===== config.mk =====
export PLATFORM = sky130hd
export DESIGN_NAME = ccp_channel
export DESIGN_NICKNAME = d
export VERILOG_FILES = /design/src/rtl/ccp_pkg.sv /design/src/rtl/ccp_capture.sv /design/src/rtl/ccp_compare.sv /design/src/rtl/ccp_pwm.sv /design/src/rtl/ccp_channel.sv
export SDC_FILE = /design/constraint.sdc
export NUM_CORES = 1
export LEC_CHECK = 0
export ABC_AREA = 1
export BUFFER_PORTS_ARGS = -buffer_cell sky130_fd_sc_hd__buf_2
export CAP_MARGIN = 20
export CORE_MARGIN = 2
export CORE_UTILIZATION = 52
export CTS_CLUSTER_DIAMETER = 50
export DETAILED_ROUTE_END_ITERATION = 7
export PLACE_DENSITY = 0.75
export SKIP_CTS_REPAIR_TIMING = 1
export SYNTH_ARGS = -nofsm -noshare
export SYNTH_HDL_FRONTEND = slang
export SYNTH_SLANG_ARGS = --single-unit

===== constraint.sdc =====
create_clock -name clk -period 4.25 [get_ports clk]
set_input_delay 0.2125 -clock clk [delete_from_list [all_inputs] [get_ports clk]]
set_output_delay 0.2125 -clock clk [all_outputs]
set_load 0.02 [all_outputs]

===== src/rtl/ccp_pkg.sv =====
package ccp_pkg;
    parameter int TB_W    = 16;
    parameter int DATA_W  = 8;
    parameter int PWM_W   = 8;
    parameter int FINE_W  = 2;
    parameter int ADDR_W  = 2;
    parameter int MODE_W  = 4;
    parameter int SYNC_N  = 2;
    parameter int PRE_W   = 4;

    localparam int DUTY_W = PWM_W + FINE_W;
    localparam int CTRL_W = FINE_W + MODE_W;

    localparam logic [ADDR_W-1:0] A_CTRL = 2'd0;
    localparam logic [ADDR_W-1:0] A_VLO  = 2'd1;
    localparam logic [ADDR_W-1:0] A_VHI  = 2'd2;

    localparam logic [MODE_W-1:0] M_TOGGLE = 4'b0010;
    localparam logic [MODE_W-1:0] M_SET_HI = 4'b1000;
    localparam logic [MODE_W-1:0] M_SET_LO = 4'b1001;
    localparam logic [MODE_W-1:0] M_FLAG   = 4'b1010;
    localparam logic [MODE_W-1:0] M_TRIG   = 4'b1011;

    typedef enum logic [1:0] {K_OFF, K_CAP, K_CMP, K_PWM} kind_e;

    typedef struct packed {
        logic [FINE_W-1:0] duty_lo;
        logic [MODE_W-1:0] mode;
    } ctrl_t;

    function automatic kind_e mode_kind(input logic [MODE_W-1:0] m);
        kind_e k;
        casez (m)
            4'b11??: k = K_PWM;
            4'b01??: k = K_CAP;
            4'b10??: k = K_CMP;
            4'b0010: k = K_CMP;
            default: k = K_OFF;
        endcase
        return k;
    endfunction

    function automatic logic [PRE_W-1:0] prescale_last(input logic [1:0] sel);
        logic [PRE_W-1:0] r;
        case (sel)
            2'b10:   r = PRE_W'(3);
            2'b11:   r = PRE_W'(15);
            default: r = '0;
        endcase
        return r;
    endfunction
endpackage


===== src/rtl/ccp_capture.sv =====
module ccp_capture
    import ccp_pkg::*;
#(
    parameter int STAGES = SYNC_N,
    parameter int PCW    = PRE_W
) (
    input  logic       clk,
    input  logic       rst,
    input  logic       enable,
    input  logic       restart,
    input  logic [1:0] sel,
    input  logic       cap_in,
    output logic       cap_stb
);
    logic [STAGES:0]  sh_q;
    logic [PCW-1:0]   pcnt_q;
    logic             rise, fall, hit;
    logic [PCW-1:0]   last;

    always_ff @(posedge clk) begin
        if (rst) sh_q <= '0;
        else     sh_q <= {sh_q[STAGES-1:0], cap_in};
    end

    assign rise = sh_q[STAGES-1] & ~sh_q[STAGES];
    assign fall = ~sh_q[STAGES-1] & sh_q[STAGES];
    assign last = PCW'(prescale_last(sel));

    always_comb begin
        case (sel)
            2'b00:   hit = fall;
            2'b01:   hit = rise;
            default: hit = rise && (pcnt_q == last);
        endcase
    end

    assign cap_stb = enable && hit;

    always_ff @(posedge clk) begin
        if (rst || !enable || restart) begin
            pcnt_q <= '0;
        end else if (sel[1] && rise) begin
            pcnt_q <= (pcnt_q == last) ? '0 : pcnt_q + PCW'(1);
        end
    end


    prescale_bound_chk: assert property (@(posedge clk) disable iff (rst)
        (enable && !restart && sel == 2'b10) |=> (pcnt_q <= PCW'(3)));
endmodule


===== src/rtl/ccp_compare.sv =====
module ccp_compare
    import ccp_pkg::*;
#(
    parameter int W = TB_W
) (
    input  logic              clk,
    input  logic              rst,
    input  logic              enable,
    input  logic [MODE_W-1:0] mode,
    input  logic              enter,
    input  logic [MODE_W-1:0] enter_mode,
    input  logic [W-1:0]      count,
    input  logic [W-1:0]      value,
    output logic              match,
    output logic              pin_q,
    output logic              trig_q
);
    logic eq, eq_q;

    assign eq = (count == value);

    always_ff @(posedge clk) begin
        if (rst) eq_q <= 1'b0;
        else     eq_q <= eq;
    end

    assign match = enable && eq && !eq_q;

    always_ff @(posedge clk) begin
        if (rst) begin
            pin_q <= 1'b0;
        end else if (enter && enter_mode == M_SET_HI) begin
            pin_q <= 1'b0;
        end else if (enter && enter_mode == M_SET_LO) begin
            pin_q <= 1'b1;
        end else if (!enable) begin
            pin_q <= 1'b0;
        end else if (match) begin
            case (mode)
                M_TOGGLE: pin_q <= ~pin_q;
                M_SET_HI: pin_q <= 1'b1;
                M_SET_LO: pin_q <= 1'b0;
                default:  pin_q <= pin_q;
            endcase
        end
    end

    always_ff @(posedge clk) begin
        if (rst) trig_q <= 1'b0;
        else     trig_q <= match && (mode == M_TRIG);
    end


    single_match_chk: assert property (@(posedge clk) disable iff (rst)
        match |=> !match);

    trig_pulse_chk: assert property (@(posedge clk) disable iff (rst)
        trig_q |=> !trig_q);

    force_high_chk: assert property (@(posedge clk) disable iff (rst)
        (enable && !enter && mode == M_SET_HI && match) |=> pin_q);
endmodule


===== src/rtl/ccp_pwm.sv =====
module ccp_pwm
    import ccp_pkg::*;
#(
    parameter int CW = PWM_W,
    parameter int FW = FINE_W,
    localparam int DW = CW + FW
) (
    input  logic          clk,
    input  logic          rst,
    input  logic          enable,
    input  logic          period_start,
    input  logic [CW-1:0] count,
    input  logic [DW-1:0] duty_in,
    output logic          pin_q
);
    logic [FW-1:0] fine_q;
    logic [DW-1:0] duty_q;
    logic [DW-1:0] phase;

    assign phase = {count, fine_q};

    always_ff @(posedge clk) begin
        if (rst || !enable) begin
            pin_q  <= 1'b0;
            fine_q <= '0;
            duty_q <= '0;
        end else begin
            fine_q <= period_start ? FW'(1) : fine_q + FW'(1);
            if (period_start) begin
                duty_q <= duty_in;
                pin_q  <= (duty_in != '0);
            end else if (phase == duty_q) begin
                pin_q  <= 1'b0;
            end
        end
    end


    duty_zero_chk: assert property (@(posedge clk) disable iff (rst)
        (enable && period_start && duty_in == '0) |=> !pin_q);
endmodule


===== src/rtl/ccp_channel.sv =====
module ccp_channel
    import ccp_pkg::*;
#(
    parameter int T_W = TB_W,
    parameter int D_W = DATA_W,
    parameter int P_W = PWM_W,
    parameter int A_W = ADDR_W
) (
    input  logic           clk,
    input  logic           rst,
    input  logic           wr_en,
    input  logic [A_W-1:0] wr_addr,
    input  logic [D_W-1:0] wr_data,
    input  logic [A_W-1:0] rd_addr,
    output logic [D_W-1:0] rd_data,
    input  logic           flag_clr,
    input  logic [T_W-1:0] tb_count,
    input  logic [P_W-1:0] pwm_count,
    input  logic           pwm_period_start,
    input  logic           cap_in,
    output logic           pin_out,
    output logic           irq_flag,
    output logic           sev_trig
);
    localparam int HI_W = T_W - D_W;

    ctrl_t             ctrl_q;
    logic [T_W-1:0]    val_q;
    kind_e             kind;
    logic              ctrl_wr, mode_chg;
    logic [MODE_W-1:0] new_mode;
    logic              cap_stb, cmp_match, cmp_pin, cmp_trig, pwm_pin;
    logic              flag_set, flag_q;
    logic [P_W+FINE_W-1:0] duty_in;

    assign kind     = mode_kind(ctrl_q.mode);
    assign ctrl_wr  = wr_en && (wr_addr == A_CTRL);
    assign new_mode = wr_data[MODE_W-1:0];
    assign mode_chg = ctrl_wr && (new_mode != ctrl_q.mode);
    assign duty_in  = {val_q[P_W-1:0], ctrl_q.duty_lo};

    always_ff @(posedge clk) begin
        if (rst)          ctrl_q <= '0;
        else if (ctrl_wr) ctrl_q <= ctrl_t'(wr_data[CTRL_W-1:0]);
    end

    always_ff @(posedge clk) begin
        if (rst) begin
            val_q <= '0;
        end else if (cap_stb) begin
            val_q <= tb_count;
        end else if (wr_en && wr_addr == A_VLO) begin
            val_q[D_W-1:0] <= wr_data;
        end else if (wr_en && wr_addr == A_VHI) begin
            val_q[T_W-1:D_W] <= wr_data[HI_W-1:0];
        end
    end

    ccp_capture #(.STAGES(SYNC_N), .PCW(PRE_W)) u_cap (
        .clk     (clk),
        .rst     (rst),
        .enable  (kind == K_CAP),
        .restart (mode_chg),
        .sel     (ctrl_q.mode[1:0]),
        .cap_in  (cap_in),
        .cap_stb (cap_stb)
    );

    ccp_compare #(.W(T_W)) u_cmp (
        .clk        (clk),
        .rst        (rst),
        .enable     (kind == K_CMP),
        .mode       (ctrl_q.mode),
        .enter      (mode_chg),
        .enter_mode (new_mode),
        .count      (tb_count),
        .value      (val_q),
        .match      (cmp_match),
        .pin_q      (cmp_pin),
        .trig_q     (cmp_trig)
    );

    ccp_pwm #(.CW(P_W), .FW(FINE_W)) u_pwm (
        .clk          (clk),
        .rst          (rst),
        .enable       (kind == K_PWM),
        .period_start (pwm_period_start),
        .count        (pwm_count),
        .duty_in      (duty_in),
        .pin_q        (pwm_pin)
    );

    assign flag_set = cap_stb || cmp_match;

    always_ff @(posedge clk) begin
        if (rst)           flag_q <= 1'b0;
        else if (flag_set) flag_q <= 1'b1;
        else if (flag_clr) flag_q <= 1'b0;
    end

    always_comb begin
        case (kind)
            K_CMP:   pin_out = cmp_pin;
            K_PWM:   pin_out = pwm_pin;
            default: pin_out = 1'b0;
        endcase
    end

    always_comb begin
        case (rd_addr)
            A_CTRL:  rd_data = D_W'(ctrl_q);
            A_VLO:   rd_data = val_q[D_W-1:0];
            A_VHI:   rd_data = D_W'(val_q[T_W-1:D_W]);
            default: rd_data = '0;
        endcase
    end

    assign irq_flag = flag_q;
    assign sev_trig = cmp_trig;


    val_hold_chk: assert property (@(posedge clk) disable iff (rst)
        (!cap_stb && !(wr_en && (wr_addr == A_VLO || wr_addr == A_VHI))) |=> $stable(val_q));

    flag_clr_chk: assert property (@(posedge clk) disable iff (rst)
        (flag_clr && !flag_set) |=> !irq_flag);
endmodule


==> impl_metrics.toml, run 1 <==
[critical_path]
startpoint = "ctrl_q[1]$_SDFFE_PP0P_"
cp-start-kind = "flop"
worstRegToRegCells = 10
crit_required_ns = 4.50
worstPathMaxFanout = 33
r2r-start = "ctrl_q[1]$_SDFFE_PP0P_"
path_class = "flop to flop"
critPathArrivalTime_ns = 2.21
reg2reg_slack_ns = 2.29
worstSetupEndpointType = "flop"
rr_endpoint = "val_q[12]$_SDFFE_PP0P_"

[final_layout]
regArea_um2 = 921
drive_above_1_share_pct = 18.8
multiInputGateArea_um2 = 1520
area_growth_pct = 12.7
fill_cells = 517
fin_nets = 541
layout.cells.non_filler = 571
diodes = 0
fin_util_pct = 59.8

[logic_synthesis]
yosysWarnings = 0
synth_nets = 493
ys_seq_area_share_pct = 31.9
synthCells = 450
ys_seq_elements = 46
yosysUniqueCellTypes = 34
synth_area_um2 = 2890
syn_area_per_cell_um2 = 6.42

[clocking]
cts_buffer_depth = 2
h-tree-depth = 2
clk_pin_slew_worst_paths_ns = 0.08
clockRootBuffer = "clkbuf_8"
cts_sinks = 46
clock_latency_ns = 0.30
cts_tree = "yes"
cts_buffers = 5

[sta]
fmax_ghz = 0.510
rsz0062_at_grt = "no"
worst_pin_slew_ns = 0.715
setup_viol = 0
slew_headroom_pct = 52.3
final_max_slew_viol_count = 0
hold_ws_ns = 0.114
clock_skew_ns = 0.00403
hold_violations = 0
period_share_pct = 46.1
min_period_ns = 1.96
setup_tns_ns = 0

[placed_design]
place_inst = 563
place_congestion = 0.875
io_buffers = 52
dpl.hpwl_um = 5250

[drt]
routed_wl_um = 6740
wl_per_cell_um = 11.8
dr.pass1.iters = 4
drtAntennaViolNets = 0
dr.first_iter.drc_count = 179
drc_errors = 0
post_drt_via_cell_ratio = 4.97
via_count = 2837

[floorplanning]
die_w_um = 78.5
initial_core_util_pct = 53.1
pin_count = 53
core_area_um2 = 5440
die_y_um = 78.5
rows = 27
die-area_um2 = 6170

[power]
swShare_pct = 27.0
internal-power_uw = 669
power_switching_uw = 248
p_comb_share_pct = 14.9
powerDensity_nw_per_um2 = 282
total_power_uw = 917
cellLeakagePower_nw = 1.72
seq_power_share_pct = 49.6
ir_drop_uv = 170
p_clk_share_pct = 35.5

[global_routing]
antenna_found_initial = 0
grt_pass1_vias = 2553
grt_max_degree = 34
grt_usage_pct = 23.3
overflow = 0
grt_pass1_wl_um = 11500

[min_path]
hold_end = "u_cap.sh_q[0]$_SDFF_PP0_"
min_from = "cap_in"
hold_depth = 3
hold_path_class = "input port to flop"

[job]
cap_viol_max_count = 0

[outcome]
status = "completed"
synth_stat cells, drive strengths merged:
| master | count | area [um2] |
|---|---|---|
| a21oi | 10 | 50.1 |
| ha | 1 | 12.5 |
| clkbuf | 4 | 15.0 |
| inv | 92 | 350 |
| dfxtp | 46 | 921 |
| nor2 | 38 | 161 |
| o21ai | 23 | 123 |
| o211ai | 1 | 7.51 |
| xnor2 | 5 | 43.8 |
| o22ai | 2 | 12.5 |
| o31ai | 1 | 7.51 |
| buf | 8 | 86.3 |
| a211oi | 3 | 22.5 |
| nand3 | 61 | 350 |
| nor4 | 6 | 37.5 |
| or3 | 1 | 6.26 |
| nor3 | 3 | 25.0 |
| xor2 | 7 | 61.3 |
| o221ai | 5 | 43.8 |
| nand4 | 5 | 37.5 |
| nand2 | 128 | 513 |
flip-flops by register name (all words and copies together) (netlist names), 2 cells and up:
register      count
val_q            16
u_cap.sh_q        3
u_pwm.fine_q      2
u_pwm.duty_q     10
ctrl_q            6
u_cap.pcnt_q      4
per-stage QoR:
stage               setup slack (ns)  cell area [um2]
floorplan                       2.83             2890
global placement                2.39             3140
detailed placement              2.32             3140
CTS                             2.30             3250
global route                    2.12             3250
finish                          2.29             3250
worst max-delay path by stage:
stage | slack, ns | to | depth (start not counted)
after detailed placement | 2.32 | val_q[12]$_SDFFE_PP0P_ | 10
after CTS | 2.30 | val_q[12]$_SDFFE_PP0P_ | 10
after global routing | 2.12 | val_q[9]$_SDFFE_PP0P_ | 10
after global placement | 2.39 | val_q[13]$_SDFFE_PP0P_ | 10
final | 2.29 | val_q[12]$_SDFFE_PP0P_ | 10
after floorplan | 2.83 | pin_out | 5
critical path, cell delays in order (launching register included):
cell and delay (ns):
dfxtp_1 0.65, nand2_1 0.17, o21ai_2 0.09, nand4_2 0.13
nand2_2 0.10, nand2_4 0.22, inv_6 0.24, nand2_1 0.08
nand3_1 0.10, nand2_1 0.06, inv_1 0.07
cells in the final DEF (no fill, tap or decap):
cell type	count
a211oi_1	3
a21oi_1	10
buf_2	52
buf_4	1
bufinv_16	1
clkbuf_1	1
clkbuf_8	5
clkinvlp_4	1
dfxtp_1	46
ha_1	1
inv_1	85
inv_2	6
inv_6	1
nand2_1	117
nand2_2	10
nand2_4	1
nand3_1	52
nand3_2	9
nand4_1	4
nand4_2	1
nor2_1	36
nor2_2	1
nor2_8	1
nor3_1	1
nor3_2	2
nor4_1	6
o211ai_1	1
o21ai_0	19
o21ai_1	2
o21ai_2	2
o221ai_1	5
o22ai_1	2
o31ai_1	1
or3_1	1
xnor2_1	5
xor2_1	7
power by group through the flow:
stage               Combinational (mW)  Clock, mW  Sequential, mW
floorplan                       0.0926          0           0.460
global placement                 0.133          0           0.465
detailed placement               0.136          0           0.465
CTS                              0.136      0.333           0.455
global route                     0.156      0.353           0.457
finish                           0.136      0.325           0.455
kinds of logic after synthesis:
| family | after synthesis | synth area share (%) |
|---|---|---|
| compound gates | 45 | 9.23 |
| fa+ha+maj | 1 | 0.433 |
| flops | 46 | 31.9 |
| xor+xnor | 12 | 3.64 |
| buf+inv | 104 | 15.6 |
| simple gates | 242 | 39.2 |
final cells by class:
type / instances / share of cell area [%]
Multi-Input combinational cell: 300 / 46.6
Sequential cell: 46 / 28.3
Inverter: 92 / 10.8
Timing Repair Buffer: 53 / 8.23
Tap cell: 72 / 2.77
Clock buffer: 6 / 2.23
Clock inverter: 2 / 1.15
metal layers:
layer / track usage (%) / part of all wire [%] / vias to the layer above
met5: 0 / 0 / -
met4: 8.25 / 2.1 / 0
met3: 4.60 / 4.4 / 15
met2: 38.6 / 47 / 69
met1: 30.0 / 47 / 1253
li1: - / - / 1500
Power figures use the tool's default switching activity.
==> run 2: changes to the inputs <==
CORE_UTILIZATION = 50   (was 52)
PLACE_DENSITY = 0.76   (was 0.75)
clock period = 1.8 ns   (was 4.25 ns; I/O delays follow)
==> impl_metrics.toml, run 2 (synthesis gave the netlist of run 1 again) <==
[global_routing]
grt_usage_pct = 22.9
grt_max_degree = 23
grt_pass1_wl_um = 11600
antenna_found_initial = 0
grt_pass1_vias = 2624
overflow = 0

[placed_design]
io_buffers = 52
place_congestion = 0.888
dpl.hpwl_um = 5350

[outcome]
status = "completed"

[sta]
final_max_slew_viol_count = 0
min_period_ns = 1.65
fmax_ghz = 0.605
worst_pin_slew_ns = 0.390
setup_viol = 0
rsz0062_at_grt = "no"
clock_skew_ns = 0.0101
slew_headroom_pct = 73.9
setup_tns_ns = 0
hold_violations = 0
period_share_pct = 91.9

[power]
ir_drop_uv = 364
p_comb_share_pct = 16.3
seq_power_share_pct = 52.0
powerDensity_nw_per_um2 = 624
swShare_pct = 28.0
p_clk_share_pct = 31.7
total_power_mw = 2.06
power_switching_uw = 578
internal-power_mw = 1.48
cellLeakagePower_nw = 1.76

[critical_path]
path_class = "flop to flop"
critPathMostFrequentCell = "nand3_1"
worstRegToRegCells = 10
reg2reg_slack_ns = 0.15
rr_endpoint = "val_q[15]$_SDFFE_PP0P_"
cp-start-kind = "flop"
worstSetupEndpointType = "flop"
crit_family = "simple AND/OR/NAND/NOR gates"
cp_cell_sequence = "buf_4 > nand3_1 > nand4_2 > nand2_2 > nand2_4 > buf_12 > nand3_1 > nand3_2 > nand2_1 > inv_1"
path_buf_inv = 3
critPathArrivalTime_ns = 1.91
cpPeakStageDelay_ns = 0.48
crit_required_ns = 2.06
cp_slowest_cell = "dfxtp_1"
worstPathMaxFanout = 18
r2r-start = "ctrl_q[1]$_SDFFE_PP0P_"

[drt]
dr.first_iter.drc_count = 173
routed_wl_um = 6890
via_count = 2867
dr.pass1.iters = 4
wl_per_cell_um = 11.9
drtAntennaViolNets = 0
post_drt_via_cell_ratio = 4.96
drc_errors = 0

[final_layout]
layout_commonest_cell = "nand2_1"
fin_nets = 548
diodes = 0
area_growth_pct = 14.5
fill_cells = 557
regMostFlops = "val_q"
largest_reg_flops = 16
reg.largest.list = "val_q x16, u_pwm.duty_q x10, ctrl_q x6"
final_cell_mix = "nand2_1, inv_1, nand3_1, buf_2, dfxtp_1"
drive_above_1_share_pct = 20.0

[clocking]
cts_buffers = 5
clock_latency_ns = 0.30
cts_sinks = 46
h-tree-depth = 2
clk_pin_slew_worst_paths_ns = 0.09
cts_tree = "yes"
clockRootBuffer = "clkbuf_8"
cts_buffer_depth = 2

[min_path]
hold_path_class = "input port to flop"
hold_end = "ctrl_q[4]$_SDFFE_PP0P_"
min_from = "wr_data[4]"
hold_depth = 3

[floorplanning]
die_w_um = 80.0
rows = 27
core_area_um2 = 5540
pin_count = 53
die-area_um2 = 6400
die_y_um = 80.0
initial_core_util_pct = 52.1

[job]
cap_viol_max_count = 0
## run 2: worst max path at each step
stage	start	to	slack, ns	cells past startpoint
after floorplan	ctrl_q[0]$_SDFFE_PP0P_	val_q[14]$_SDFFE_PP0P_	0.42	10
after global placement	ctrl_q[1]$_SDFFE_PP0P_	val_q[13]$_SDFFE_PP0P_	0.18	10
after detailed placement	ctrl_q[1]$_SDFFE_PP0P_	val_q[15]$_SDFFE_PP0P_	0.17	10
after CTS	ctrl_q[1]$_SDFFE_PP0P_	val_q[15]$_SDFFE_PP0P_	0.15	10
after global routing	ctrl_q[1]$_SDFFE_PP0P_	val_q[12]$_SDFFE_PP0P_	0.003	10
final	ctrl_q[1]$_SDFFE_PP0P_	val_q[15]$_SDFFE_PP0P_	0.15	10
## run 2: through the flow
step / util [%] / cells / hold slack [ns] / instance area (um2) / setup slack (ns)
final: 59.7 / 578 / 0.0586 / 3310 / 0.146
after global routing: 59.7 / 578 / 0.0755 / 3310 / 0.00337
after CTS: 59.4 / 577 / -0.00571 / 3290 / 0.152
after detailed placement: 57.8 / 569 / 0.310 / 3200 / 0.171
after global placement: 57.8 / 569 / 0.292 / 3200 / 0.184
after floorplan: - / 450 / 0.197 / 2890 / 0.420
## run 2: power by group through the flow
stage,clock (mW),sequential [mW],combinational [mW]
after detailed placement,0,1.09,0.333
after global placement,0,1.09,0.326
final,0.654,1.07,0.337
after CTS,0.670,1.07,0.334
after global routing,0.714,1.08,0.382
after floorplan,0,1.09,0.219
## run 2: layout make-up
cell class              instances  area [um2]  area share, %
clock buffers                   7        86.3           2.61
clock inverters                 1        5.00          0.151
inverters                      92         350           10.6
multi-input cells             300        1520           45.9
flip-flops and latches         46         921           27.9
well taps                      72        90.1           2.73
repair buffers                 60         335           10.1
## run 2: routing by layer
metal,part of all wire [%],up-vias,global-route usage (%)
li1,-,1516,-
met1,48,1277,29.4
met2,46,64,38.3
met3,4.9,10,4.86
met4,1.2,0,6.78
met5,0,-,0
## run 2: tightest hold or removal path, delay by kind of cell
kind / cells / cell delay [ns]
buf+inv: 1 / 0.10
simple gates: 2 / 0.14
==> run 3: changes to the inputs <==
CORE_MARGIN = 3   (was 2)
==> impl_metrics.toml, run 3 (synthesis gave the netlist of run 1 again) <==
[sta]
clock_skew_ns = 0.00691
final_max_slew_viol_count = 0
setup_slack_ns = 0.196
slew_headroom_pct = 71.8
worst_pin_slew_ns = 0.419
setup_tns_ns = 0
hold_ws_ns = 0.0766
rsz0062_at_grt = "no"
min_period_ns = 1.60
setup_viol = 0
hold_violations = 0
fmax_ghz = 0.623
period_share_pct = 89.1

[final_layout]
regMostFlops = "val_q"
area_growth_pct = 15.2
fin_util_pct = 60.0
drive_above_1_share_pct = 20.6
reg.largest.list = "val_q x16, u_pwm.duty_q x10, ctrl_q x6"
final_area_um2 = 3330
fin_nets = 548
final_cell_mix = "nand2_1, inv_1, nand3_1, buf_2, dfxtp_1"
largest_reg_flops = 16
diodes = 0
layout_commonest_cell = "nand2_1"

[drt]
routed_wl_um = 7130
dr.pass1.iters = 4
via_count = 2943
drc_errors = 0
dr.first_iter.drc_count = 135
wl_per_cell_um = 12.3
drtAntennaViolNets = 0
post_drt_via_cell_ratio = 5.09

[placed_design]
pre_cts_slack_ns = 0.134
dpl.hpwl_um = 5590
placed_area_um2 = 3200
io_buffers = 52
place_congestion = 0.891

[clocking]
h-tree-depth = 2
clock_latency_ns = 0.31
cts_buffers = 5
cts_buffer_depth = 2
cts_tree = "yes"
clk_pin_slew_worst_paths_ns = 0.09
cts_sinks = 46
clockRootBuffer = "clkbuf_8"

[floorplanning]
pin_count = 53
die_w_um = 82.0
rows = 27
core_area_um2 = 5540
die_y_um = 82.0
initial_core_util_pct = 52.1
die-area_um2 = 6720

[power]
seq_power_share_pct = 49.3
powerDensity_nw_per_um2 = 655
power_switching_uw = 593
swShare_pct = 27.2
cellLeakagePower_nw = 1.77
internal-power_mw = 1.58
ir_drop_uv = 524
p_comb_share_pct = 15.5
p_clk_share_pct = 35.3

[job]
cap_viol_max_count = 0

[global_routing]
antenna_found_initial = 0
grt_usage_pct = 22.5
grt_pass1_vias = 2735
grt_max_degree = 23
overflow = 0
grt_pass1_wl_um = 11900

[critical_path]
crit_required_ns = 2.01
worstSetupEndpointType = "flop"
cp-start-kind = "flop"
path_class = "flop to flop"
worstPathMaxFanout = 18
critPathArrivalTime_ns = 1.81
reg2reg_slack_ns = 0.20

[min_path]
hold_path_class = "input port to flop"

[outcome]
status = "completed"
-- run 3: critical path, cell delays in order, from the launching register on --
cell,delay [ns]
dfxtp_1,0.40
inv_2,0.09
nor2_2,0.11
o31ai_1,0.08
nor2_1,0.17
nand2_4,0.19
buf_12,0.21
nand3_1,0.06
nand3_1,0.08
nand2_1,0.07
inv_1,0.04
-- run 3: path summary, 6_finish.rpt --
kind,startpoint,cells past startpoint,end
min reg2reg,u_cap.sh_q[0]$_SDFF_PP0_,2,u_cap.sh_q[1]$_SDFF_PP0_
min,wr_data[4],3,ctrl_q[4]$_SDFFE_PP0P_
max reg2reg,ctrl_q[2]$_SDFFE_PP0P_,10,val_q[8]$_SDFFE_PP0P_
max,ctrl_q[2]$_SDFFE_PP0P_,10,val_q[8]$_SDFFE_PP0P_
-- run 3: per-layer routing --
| layer | GRT usage [%] | wire, um |
|---|---|---|
| met5 | 0 | 0 |
| met4 | 5.98 | 106 |
| met3 | 4.61 | 368 |
| met2 | 39.7 | 3530 |
| met1 | 27.7 | 3130 |
-- run 3: power by group through the flow --
stage,combinational [mW],clock (mW),sequential [mW]
after floorplan,0.219,0,1.09
after global placement,0.326,0,1.09
after detailed placement,0.334,0,1.09
after CTS,0.335,0.783,1.07
after global routing,0.383,0.813,1.08
final,0.337,0.767,1.07
-- run 3: layout make-up --
class                           instances  area [um2]
Fill cell                             574        2210
Multi-Input combinational cell        300        1520
Sequential cell                        46         923
Inverter                               92         350
Timing Repair Buffer                   60         335
Tap cell                               72        90.1
Clock buffer                            5        68.8
Clock inverter                          3        40.0
-- run 3: stage by stage --
| stage | cells | power (mW) |
|---|---|---|
| 2_1_floorplan | 450 | 1.30 |
| 3_3_place_gp | 569 | 1.42 |
| 3_5_place_dp | 569 | 1.43 |
| 4_1_cts | 577 | 2.19 |
| 5_1_grt | 578 | 2.27 |
| 6_report | 578 | 2.18 |
